`src/rtl/spiee_pkg.sv`:
```
package spiee_pkg;
  typedef enum logic [2:0] {
    PH_CMD, PH_ADH, PH_ADL, PH_RD, PH_WR, PH_STAT, PH_WELP, PH_IGN
  } phase_e;

  localparam logic [7:0] OP_WRSR  = 8'h01;
  localparam logic [7:0] OP_WRITE = 8'h02;
  localparam logic [7:0] OP_READ  = 8'h03;
  localparam logic [7:0] OP_WRDI  = 8'h04;
  localparam logic [7:0] OP_RDSR  = 8'h05;
  localparam logic [7:0] OP_WREN  = 8'h06;
endpackage

```
`src/rtl/spiee_rst_sync.sv`:
```
module spiee_rst_sync (
  input  logic clk,
  input  logic rst_n,
  output logic srst_n
);
  logic [1:0] pipe_q;

  always_ff @(posedge clk or negedge rst_n) begin
    if (!rst_n) pipe_q <= 2'b00;
    else        pipe_q <= {pipe_q[0], 1'b1};
  end

  assign srst_n = pipe_q[1];
endmodule

```
`src/rtl/spiee_pins.sv`:
```
module spiee_pins (
  input  logic clk,
  input  logic rst_n,
  input  logic sck,
  input  logic cs_n,
  input  logic hold_n,
  output logic sck_rise,
  output logic sck_fall,
  output logic cs_rise
);
  logic sck_q, cs_q;
  logic link_on;

  assign link_on  = !cs_n && hold_n;
  assign sck_rise = link_on && sck && !sck_q;
  assign sck_fall = link_on && !sck && sck_q;
  assign cs_rise  = cs_n && !cs_q;

  always_ff @(posedge clk or negedge rst_n) begin
    if (!rst_n) begin
      sck_q <= 1'b0;
      cs_q  <= 1'b1;
    end else begin
      sck_q <= sck;
      cs_q  <= cs_n;
    end
  end
endmodule

```
`src/rtl/spiee_seq.sv`:
```
module spiee_seq
  import spiee_pkg::*;
#(
  parameter int ADDR_W = 12,
  parameter int PAGE_W = 5
) (
  input  logic              clk,
  input  logic              rst_n,
  input  logic              sck_rise,
  input  logic              cs_rise,
  input  logic              cs_n,
  input  logic              si,
  input  logic              wr_busy,
  output logic              wel,
  output logic              start_rd,
  output logic              start_stat,
  output logic [ADDR_W-1:0] rd_addr,
  output logic              wbyte_valid,
  output logic [ADDR_W-1:0] wbyte_addr,
  output logic [7:0]        wbyte_data,
  output logic              wr_commit,
  output logic              wr_abort
);
  localparam int HI_W = ADDR_W - 8;

  phase_e            phase_q, phase_d;
  logic [2:0]        bit_q, bit_d;
  logic [6:0]        sh_q, sh_d;
  logic [HI_W-1:0]   hi_q, hi_d;
  logic [ADDR_W-1:0] waddr_q, waddr_d;
  logic              is_wr_q, is_wr_d;
  logic              got_q, got_d;
  logic              arm_q, arm_d;
  logic              wel_q, wel_d;
  logic              busy_q;
  logic              wbv_q, wbv_d;
  logic [ADDR_W-1:0] wba_q, wba_d;
  logic [7:0]        wbd_q, wbd_d;
  logic              com_q, com_d;
  logic              abt_q, abt_d;

  logic       byte_done;
  logic [7:0] byte_val;

  assign byte_done  = sck_rise && (bit_q == 3'd7);
  assign byte_val   = {sh_q, si};
  assign rd_addr    = {hi_q, byte_val};
  assign start_rd   = byte_done && (phase_q == PH_ADL) && !is_wr_q;
  assign start_stat = byte_done && (phase_q == PH_CMD) && (byte_val == OP_RDSR);

  // next-state process
  always_comb begin
    phase_d = phase_q;
    bit_d   = bit_q;
    sh_d    = sh_q;
    hi_d    = hi_q;
    waddr_d = waddr_q;
    is_wr_d = is_wr_q;
    got_d   = got_q;
    arm_d   = arm_q;
    wel_d   = wel_q;
    wbv_d   = 1'b0;
    wba_d   = wba_q;
    wbd_d   = wbd_q;
    com_d   = 1'b0;
    abt_d   = 1'b0;

    // write cycle finished: latch drops
    if (busy_q && !wr_busy) wel_d = 1'b0;

    if (cs_rise) begin
      if (phase_q == PH_WELP) wel_d = arm_q;
      if (phase_q == PH_WR) begin
        if (bit_q == 3'd0 && got_q) com_d = 1'b1;
        else                        abt_d = 1'b1;
      end
    end

    if (cs_n) begin
      phase_d = PH_CMD;
      bit_d   = 3'd0;
      got_d   = 1'b0;
    end else if (sck_rise) begin
      sh_d  = byte_val[6:0];
      bit_d = bit_q + 3'd1;
      if (phase_q == PH_WELP) phase_d = PH_IGN;
      if (bit_q == 3'd7) begin
        unique case (phase_q)
          PH_CMD: begin
            unique case (byte_val)
              OP_READ: begin
                is_wr_d = 1'b0;
                phase_d = wr_busy ? PH_IGN : PH_ADH;
              end
              OP_WRITE: begin
                is_wr_d = 1'b1;
                phase_d = (wel_q && !wr_busy) ? PH_ADH : PH_IGN;
              end
              OP_WREN: begin
                arm_d   = 1'b1;
                phase_d = PH_WELP;
              end
              OP_WRDI: begin
                arm_d   = 1'b0;
                phase_d = PH_WELP;
              end
              OP_RDSR: phase_d = PH_STAT;
              default: phase_d = PH_IGN;
            endcase
          end
          PH_ADH: begin
            hi_d    = byte_val[HI_W-1:0];
            phase_d = PH_ADL;
          end
          PH_ADL: begin
            if (is_wr_q) begin
              waddr_d = {hi_q, byte_val};
              phase_d = PH_WR;
            end else begin
              phase_d = PH_RD;
            end
          end
          PH_WR: begin
            wbv_d   = 1'b1;
            wba_d   = waddr_q;
            wbd_d   = byte_val;
            got_d   = 1'b1;
            waddr_d = {waddr_q[ADDR_W-1:PAGE_W], waddr_q[PAGE_W-1:0] + 1'b1};
          end
          default: ;
        endcase
      end
    end
  end

  // register process
  always_ff @(posedge clk or negedge rst_n) begin
    if (!rst_n) begin
      phase_q <= PH_CMD;
      bit_q   <= 3'd0;
      sh_q    <= 7'd0;
      hi_q    <= '0;
      waddr_q <= '0;
      is_wr_q <= 1'b0;
      got_q   <= 1'b0;
      arm_q   <= 1'b0;
      wel_q   <= 1'b0;
      busy_q  <= 1'b0;
      wbv_q   <= 1'b0;
      wba_q   <= '0;
      wbd_q   <= 8'd0;
      com_q   <= 1'b0;
      abt_q   <= 1'b0;
    end else begin
      phase_q <= phase_d;
      bit_q   <= bit_d;
      sh_q    <= sh_d;
      hi_q    <= hi_d;
      waddr_q <= waddr_d;
      is_wr_q <= is_wr_d;
      got_q   <= got_d;
      arm_q   <= arm_d;
      wel_q   <= wel_d;
      busy_q  <= wr_busy;
      wbv_q   <= wbv_d;
      com_q   <= com_d;
      abt_q   <= abt_d;
      if (wbv_d) begin
        wba_q <= wba_d;
        wbd_q <= wbd_d;
      end
    end
  end

  assign wel         = wel_q;
  assign wbyte_valid = wbv_q;
  assign wbyte_addr  = wba_q;
  assign wbyte_data  = wbd_q;
  assign wr_commit   = com_q;
  assign wr_abort    = abt_q;
endmodule

```
`src/rtl/spiee_tx.sv`:
```
module spiee_tx #(
  parameter int ADDR_W = 12
) (
  input  logic              clk,
  input  logic              rst_n,
  input  logic              cs_n,
  input  logic              sck_fall,
  input  logic              start_rd,
  input  logic              start_stat,
  input  logic [ADDR_W-1:0] rd_addr,
  input  logic [7:0]        stat_byte,
  input  logic [7:0]        mem_rdata,
  output logic              so,
  output logic              out_on,
  output logic              mem_rd_en,
  output logic [ADDR_W-1:0] mem_rd_addr
);
  logic              on_q, on_d;
  logic              st_q, st_d;
  logic [2:0]        idx_q, idx_d;
  logic [7:0]        byte_q, byte_d;
  logic              so_q, so_d;
  logic [ADDR_W-1:0] ptr_q, ptr_d;
  logic              fetch_q, fetch_d;
  logic              pend_q;

  // next-state process
  always_comb begin
    on_d    = on_q;
    st_d    = st_q;
    idx_d   = idx_q;
    byte_d  = byte_q;
    so_d    = so_q;
    ptr_d   = ptr_q;
    fetch_d = 1'b0;

    if (pend_q) byte_d = mem_rdata;

    if (cs_n) begin
      on_d = 1'b0;
    end else if (start_rd) begin
      on_d    = 1'b1;
      st_d    = 1'b0;
      idx_d   = 3'd7;
      ptr_d   = rd_addr;
      fetch_d = 1'b1;
    end else if (start_stat) begin
      on_d   = 1'b1;
      st_d   = 1'b1;
      idx_d  = 3'd7;
      byte_d = stat_byte;
    end else if (sck_fall && on_q) begin
      so_d  = byte_q[idx_q];
      idx_d = idx_q - 3'd1;
      if (idx_q == 3'd0) begin
        if (st_q) begin
          byte_d = stat_byte;
        end else begin
          ptr_d   = ptr_q + 1'b1;
          fetch_d = 1'b1;
        end
      end
    end
  end

  // register process
  always_ff @(posedge clk or negedge rst_n) begin
    if (!rst_n) begin
      on_q    <= 1'b0;
      st_q    <= 1'b0;
      idx_q   <= 3'd7;
      byte_q  <= 8'd0;
      so_q    <= 1'b0;
      ptr_q   <= '0;
      fetch_q <= 1'b0;
      pend_q  <= 1'b0;
    end else begin
      on_q    <= on_d;
      st_q    <= st_d;
      idx_q   <= idx_d;
      byte_q  <= byte_d;
      so_q    <= so_d;
      ptr_q   <= ptr_d;
      fetch_q <= fetch_d;
      pend_q  <= fetch_q;
    end
  end

  assign so          = so_q;
  assign out_on      = on_q;
  assign mem_rd_en   = fetch_q;
  assign mem_rd_addr = ptr_q;
endmodule

```
`src/rtl/spiee_front.sv`:
```
module spiee_front #(
  parameter int ADDR_W = 12,
  parameter int PAGE_W = 5
) (
  input  logic              clk,
  input  logic              rst_n,
  input  logic              sck,
  input  logic              cs_n,
  input  logic              hold_n,
  input  logic              si,
  output logic              so,
  output logic              so_oe,
  input  logic [5:0]        stat_hi,
  input  logic              wr_busy,
  output logic              mem_rd_en,
  output logic [ADDR_W-1:0] mem_rd_addr,
  input  logic [7:0]        mem_rdata,
  output logic              wbyte_valid,
  output logic [ADDR_W-1:0] wbyte_addr,
  output logic [7:0]        wbyte_data,
  output logic              wr_commit,
  output logic              wr_abort
);
  logic              srst_n;
  logic              sck_rise, sck_fall, cs_rise;
  logic              wel;
  logic              start_rd, start_stat;
  logic [ADDR_W-1:0] rd_addr;
  logic              out_on;
  logic [7:0]        stat_byte;

  assign stat_byte = {stat_hi, wel, wr_busy};

  spiee_rst_sync u_rst (
    .clk    (clk),
    .rst_n  (rst_n),
    .srst_n (srst_n)
  );

  spiee_pins u_pins (
    .clk      (clk),
    .rst_n    (srst_n),
    .sck      (sck),
    .cs_n     (cs_n),
    .hold_n   (hold_n),
    .sck_rise (sck_rise),
    .sck_fall (sck_fall),
    .cs_rise  (cs_rise)
  );

  spiee_seq #(.ADDR_W(ADDR_W), .PAGE_W(PAGE_W)) u_seq (
    .clk         (clk),
    .rst_n       (srst_n),
    .sck_rise    (sck_rise),
    .cs_rise     (cs_rise),
    .cs_n        (cs_n),
    .si          (si),
    .wr_busy     (wr_busy),
    .wel         (wel),
    .start_rd    (start_rd),
    .start_stat  (start_stat),
    .rd_addr     (rd_addr),
    .wbyte_valid (wbyte_valid),
    .wbyte_addr  (wbyte_addr),
    .wbyte_data  (wbyte_data),
    .wr_commit   (wr_commit),
    .wr_abort    (wr_abort)
  );

  spiee_tx #(.ADDR_W(ADDR_W)) u_tx (
    .clk         (clk),
    .rst_n       (srst_n),
    .cs_n        (cs_n),
    .sck_fall    (sck_fall),
    .start_rd    (start_rd),
    .start_stat  (start_stat),
    .rd_addr     (rd_addr),
    .stat_byte   (stat_byte),
    .mem_rdata   (mem_rdata),
    .so          (so),
    .out_on      (out_on),
    .mem_rd_en   (mem_rd_en),
    .mem_rd_addr (mem_rd_addr)
  );

  assign so_oe = out_on && !cs_n && hold_n;
endmodule

```
`config.mk`:
```
export PLATFORM = sky130hd
export DESIGN_NAME = spiee_front
export DESIGN_NICKNAME = d
export VERILOG_FILES = /design/src/rtl/spiee_pkg.sv /design/src/rtl/spiee_rst_sync.sv /design/src/rtl/spiee_pins.sv /design/src/rtl/spiee_seq.sv /design/src/rtl/spiee_tx.sv /design/src/rtl/spiee_front.sv
export SDC_FILE = /design/constraint.sdc
export NUM_CORES = 1
export LEC_CHECK = 0
export CAP_MARGIN = 20
export CORE_UTILIZATION = 55
export DETAILED_ROUTE_END_ITERATION = 16
export DONT_BUFFER_PORTS = 1
export GPL_TIMING_DRIVEN = 0
export PLACE_DENSITY_LB_ADDON = 0.25
export SETUP_SLACK_MARGIN = 0.1
export SLEW_MARGIN = 40
export SYNTH_ARGS = -nofsm -noshare
export SYNTH_HDL_FRONTEND = slang
export SYNTH_SLANG_ARGS = --single-unit
```
`constraint.sdc`:
```
create_clock -name clk -period 5.04 [get_ports clk]
set_input_delay 1.512 -clock clk [delete_from_list [all_inputs] [get_ports clk]]
set_output_delay 1.512 -clock clk [all_outputs]
set_load 0.01 [all_outputs]
```
# ---- Word level (Yosys, flattened, before mapping)
# Cells that the tools add are included.
dict set report classes {
  magnitude_cmp 1
  n_mux 59
  n_addsub 4
  reduce_logical 50
  n_eq_ne 13
  n_bitwise 4
}
# op n
set ops {}
lappend ops {{2-to-1 mux 12 bit} 6}
lappend ops {{2-to-1 mux 8 bit} 7}
lappend ops {{2-to-1 mux 3 bit} 12}
lappend ops {{2-to-1 mux 1 bit} 28}
lappend ops {{AND reduction 5 bit} 5}
lappend ops {{equality test 8 x 3 -> 1 bit, second input constant} 3}
lappend ops {{case mux 12 bit (2 select lines)} 1}
lappend ops {{nonzero test 2 bit} 9}
lappend ops {{logical AND 1 bit} 17}
lappend ops {{equality test 8 x 2 -> 1 bit, second input constant} 2}
lappend ops {{adder 12 x 1 -> 12 bit, second input constant} 1}
lappend ops {{case mux 3 bit (4 select lines)} 1}
lappend ops {{equality test 3 bit, second input constant} 3}
lappend ops {{logical NOT 3 bit} 3}
lappend ops {{case mux 3 bit (3 select lines)} 1}
lappend ops {{AND reduction 4 bit} 2}
lappend ops {{logical NOT 1 bit} 6}
lappend ops {{AND reduction 2 bit} 3}
lappend ops {{AND reduction 6 bit} 1}
lappend ops {{nonzero test 3 bit} 2}
lappend ops {{adder 5 x 1 -> 5 bit, second input constant} 1}
lappend ops {{< comparator 3 x 4 -> 1 bit, second input constant} 1}
lappend ops {{inequality test 2 bit, second input constant} 2}
lappend ops {{NOT 1 bit} 4}
lappend ops {{9 further kinds} 10}
dict set report totals {
  word_cells 158
  register_bits 89
  input_bits 21
  output_inout_bits 38
}

# ---- Longest topological paths before layout
dict set report depth {
  depth_word 10
  ltp_mapped 8
  ltp_nobuf 6
}

# ---- Cells and area by module
# From an unflattened synthesis, not the netlist that was laid out.
dict set report hier_totals {
  hier_cells 365
  area_unflattened_um2 4360.4
}
# module seq_area_each_um2 n_inst area_per_inst_um2 cells_per_inst
set by_module_without_submodules {}
lappend by_module_without_submodules {spiee_seq 1426.4 1 2553.7 201}
lappend by_module_without_submodules {spiee_tx 704.4 1 1661.6 155}
lappend by_module_without_submodules {spiee_pins 51.3 1 82.6 5}
lappend by_module_without_submodules {spiee_rst_sync 50.0 1 53.8 3}
lappend by_module_without_submodules {spiee_front 0.0 1 8.8 1}

# ---- Worst setup path after synthesis
# OpenSTA, ideal clock, no wires.
dict set report synth_timing {
  path_type {input -> output}
  from {in cs_n}
  to {out so_oe}
  required_ns 3.528
  n_path_buf 1
  arrival_time_ns 1.870
  setup_slack_ns 1.658
  path_stages 3
  path_cell_list {nand3b_4 > buf_6 > inv_1}
}
dict set report synth_between {
  elab_chain_len 3
}
# element line_no
set synth_lines {}
lappend synth_lines {{from (decl)} spiee_front.sv:8} ;# input logic cs_n,
lappend synth_lines {{logical NOT 1 bit} spiee_front.sv:86} ;# assign so_oe = out_on && !cs_n && hold_n;
lappend synth_lines {{logical AND 1 bit (2 in a row)} spiee_front.sv:86}
lappend synth_lines {{to (decl)} spiee_front.sv:12} ;# output logic so_oe,
# Every way passes these cells.

# ---- Worst setup path in the final report
# Same ends and word-level chain as after synthesis.

==> flow_metrics.tcl <==
set metrics [dict create \
    drt_first_pass_iters 4 \
    worstMarginPinSlew_ps 757 \
    fmax_mhz 291 \
    grt_busiest_layer "met2" \
    cp-end-kind "output port" \
    crit_required_ps 3530 \
    finalCriticalPeriod_ps 3430 \
    vias_per_cell 5.92 \
    drive_gt1_share_pct 23.3 \
    grt_overflow 0 \
    remaining_drc_errors 0 \
    synth_cells 364 \
    hold_violations 0 \
    synth-seq-cells 89 \
    grt_use_met1_pct 30.8 \
    arrival_ps 1920 \
    fp.dieW_um 89.5 \
    setup_tns_ps 0 \
    ant_nets 0 \
    p_clk_share_pct 38.2 \
    n_antenna_cell 0 \
    routed_wirelength_um 8520 \
    cts_buffer_depth 2 \
    cts_resized 0 \
    relSlewSlack_pct 49.3 \
    syn_nets 392 \
    drv_slew 0 \
    syn_to_final_growth_pct 9.21 \
    initial_core_util_pct 57.4 \
    cp-start-kind "input pin" \
    rsz0062_at_grt "no" \
    design_area_um2 4600 \
    cts.sinks 89 \
    fin_nets 405 \
    yosysWarningCount 0 \
    grt_use_total_pct 23.8 \
    cts_tree "yes" \
    cp_max_fo 10 \
    pwr-share-comb_pct 7.0 \
    clkSlewWorstSetupHoldPaths_ps 80 \
    clock_latency_ps 350 \
    drv_cap 0 \
    finalCritPeriodShare_pct 68.1 \
    leakagePower_nw 2.12 \
    grt_pass1_vias 2923 \
    place_inst 465 \
    switching_share_pct 23.8 \
    peakVddDrop_v 0.000212 \
    fin_util_pct 62.7 \
    grt_max_degree 41 \
    power_switching_uw 334 \
    detailed_place_hpwl_um 6090 \
    synth_area_leaders "dfrtp_1, mux2_2, a21oi_1, dfstp_2, nor2_1" \
    fin_skew_ps 8.98 \
    avgSynthCellArea_um2 11.6 \
    synthFlopType "dfrtp_1" \
    crit_type "in2out" \
    yosysUniqueCellTypes 57 \
    ys_seq_area_share_pct 53.0 \
    hold_path_class "reg2async" \
    power_density_nw_per_um2 305 \
    fillers 610 \
    status "complete, no violations" \
    pin_count 59 \
    synth_top_cell_area_share_pct 50.5 \
    seqPwrFrac_pct 54.8 \
    instances_no_fill 481 \
    drt-initial-drc-count 139 \
    cts_buffers 9 \
    grt_use_met2_pct 39.7 \
    num_vias 2847 \
    dieArea_um2 8010 \
    rows 31 \
    setup_violations 0 \
    syn_area_um2 4210 \
    antenna_found_initial 0 \
    dpl-instance-area_um2 4380 \
    die_h_um 89.5 \
    synth_edf_count 0 \
    cts_hold_buf 0 \
    synth_top_area_cell "dfrtp_1" \
    wire_per_inst_um 17.7 \
    io_buffers 0 \
    cts_root_buf "clkbuf_8" \
    postCtsSetupRepairBufs 0 \
    gp_congestion 0.811 \
    synth_async_sr_flop_share_pct 100 \
    internal_power_mw 1.07 \
    coreArea_um2 7330 \
    h-tree-depth 3 \
    grtUsageMet3_pct 4.34 \
    grt_pass1_wl_um 14300 \
]
-- Yosys cell counts, types with 3 or more instances --
library cell  count
nor4_1            6
nand3b_1          3
xnor2_1           8
nand3_1           6
mux2_2           47
nor2_1           24
o31ai_1           3
o21ai_0          17
nand4_1           9
nand4b_1          5
inv_1            20
nand2b_1          5
dfrtp_1          85
buf_2             5
or3_1             6
a21oi_1          23
nor3b_1           3
nor3_1            3
dfstp_2           4
or2_2             3
a31oi_1           5
mux2i_1           4
nand2_1          12
ha_1              7
clkbuf_1          9
-- critical path, stage by stage --
cell and delay (ps):
nand3b_4 140, buf_6 150, inv_1 120
-- cell type report --
class / instances / area, µm² / area share, %
timing repair buffer: 2 / 40.0 / 0.871
sequential: 89 / 2240 / 48.6
clock inverter: 5 / 78.8 / 1.71
inverter: 20 / 75.1 / 1.63
multi-input combinational: 237 / 1810 / 39.5
tap: 99 / 124 / 2.69
clock buffer: 11 / 141 / 3.07
buffer: 18 / 88.8 / 1.93
-- cell families after synthesis --
group / Yosys count / share of synthesized area (%)
buffers and inverters: 38 / 3.89
xor gates and xnor gates: 9 / 1.87
DFF: 89 / 53.0
other: 1 / 0.0891
and+or+nand+nor: 105 / 15.2
muxes: 54 / 14.9
adders and majority gates: 7 / 2.08
AOI/OAI and AO/OA: 61 / 9.00
-- power by group through the flow --
stage	logic [mW]	clock network [mW]	registers, mW
5_1_grt	0.112	0.580	0.773
6_report	0.0984	0.536	0.769
2_1_floorplan	0.0679	0	0.775
4_1_cts	0.0993	0.549	0.768
3_5_place_dp	0.0986	0	0.783
3_3_place_gp	0.0818	0	0.792
-- per-stage QoR --
stage / power [mW] / worst slack [ps] / hold slack, ps
6_report: 1.40 / 1610 / 214
5_1_grt: 1.46 / 1570 / 240
4_1_cts: 1.42 / 1600 / 219
3_5_place_dp: 0.882 / 1600 / 215
3_3_place_gp: 0.874 / 1390 / 342
2_1_floorplan: 0.843 / 1660 / 331
-- sequential cells by signal, indices dropped and copies added (netlist names), 2 cells and up --
signal and flops:
u_seq.sh_q 7, u_seq.wbyte_addr 12, u_seq.waddr_q 12, u_seq.bit_q 3, u_seq.phase_q 3, u_rst.pipe_q 2, u_tx.idx_q 3, u_tx.byte_q 8
u_tx.mem_rd_addr 12, u_seq.hi_q 4, u_seq.wbyte_data 8
-- placed cells by master, fill, tap and decap left out, types with 4 or more instances in the layout --
master	netlist	layout
dfrtp_1	85	84
mux2_2	47	47
nor2_1	24	24
a21oi_1	23	23
inv_1	20	20
o21ai_0	17	17
nand2_1	12	12
clkbuf_1	9	10
clkbuf_8	0	10
nand4_1	9	9
xnor2_1	8	8
ha_1	7	7
or3_1	6	6
nor4_1	6	6
nand3_1	6	6
buf_2	5	5
nand4b_1	5	5
nand2b_1	5	5
a31oi_1	5	5
mux2i_1	4	4
dfstp_2	4	4
-- worst paths after layout --
path                                            start                         endpoint  slack [ps]  cells past startpoint
min in group clk            u_rst.pipe_q[0]$_DFF_PN0_        u_rst.pipe_q[1]$_DFF_PN0_         360                      0
hold / removal              u_rst.pipe_q[1]$_DFF_PN0_  u_tx.mem_rd_addr[4]$_DFFE_PN0P_         210                      0
hold reg to reg             u_rst.pipe_q[1]$_DFF_PN0_  u_tx.mem_rd_addr[4]$_DFFE_PN0P_         210                      0
setup / recovery                                 cs_n                            so_oe        1610                      3
max in group asynchronous                       rst_n        u_rst.pipe_q[1]$_DFF_PN0_        4110                      0
setup reg to reg           u_seq.bit_q[0]$_DFFE_PN0P_         u_tx.byte_q[4]$_DFF_PN0_        2460                      8
-- metal layers --
layer,vias up,wire length [µm]
met3,9,381
met5,-,0
met1,1444,3740
met4,0,109
li1,1334,-
met2,60,4290
Note: power is estimated with default switching activity, not from simulation.
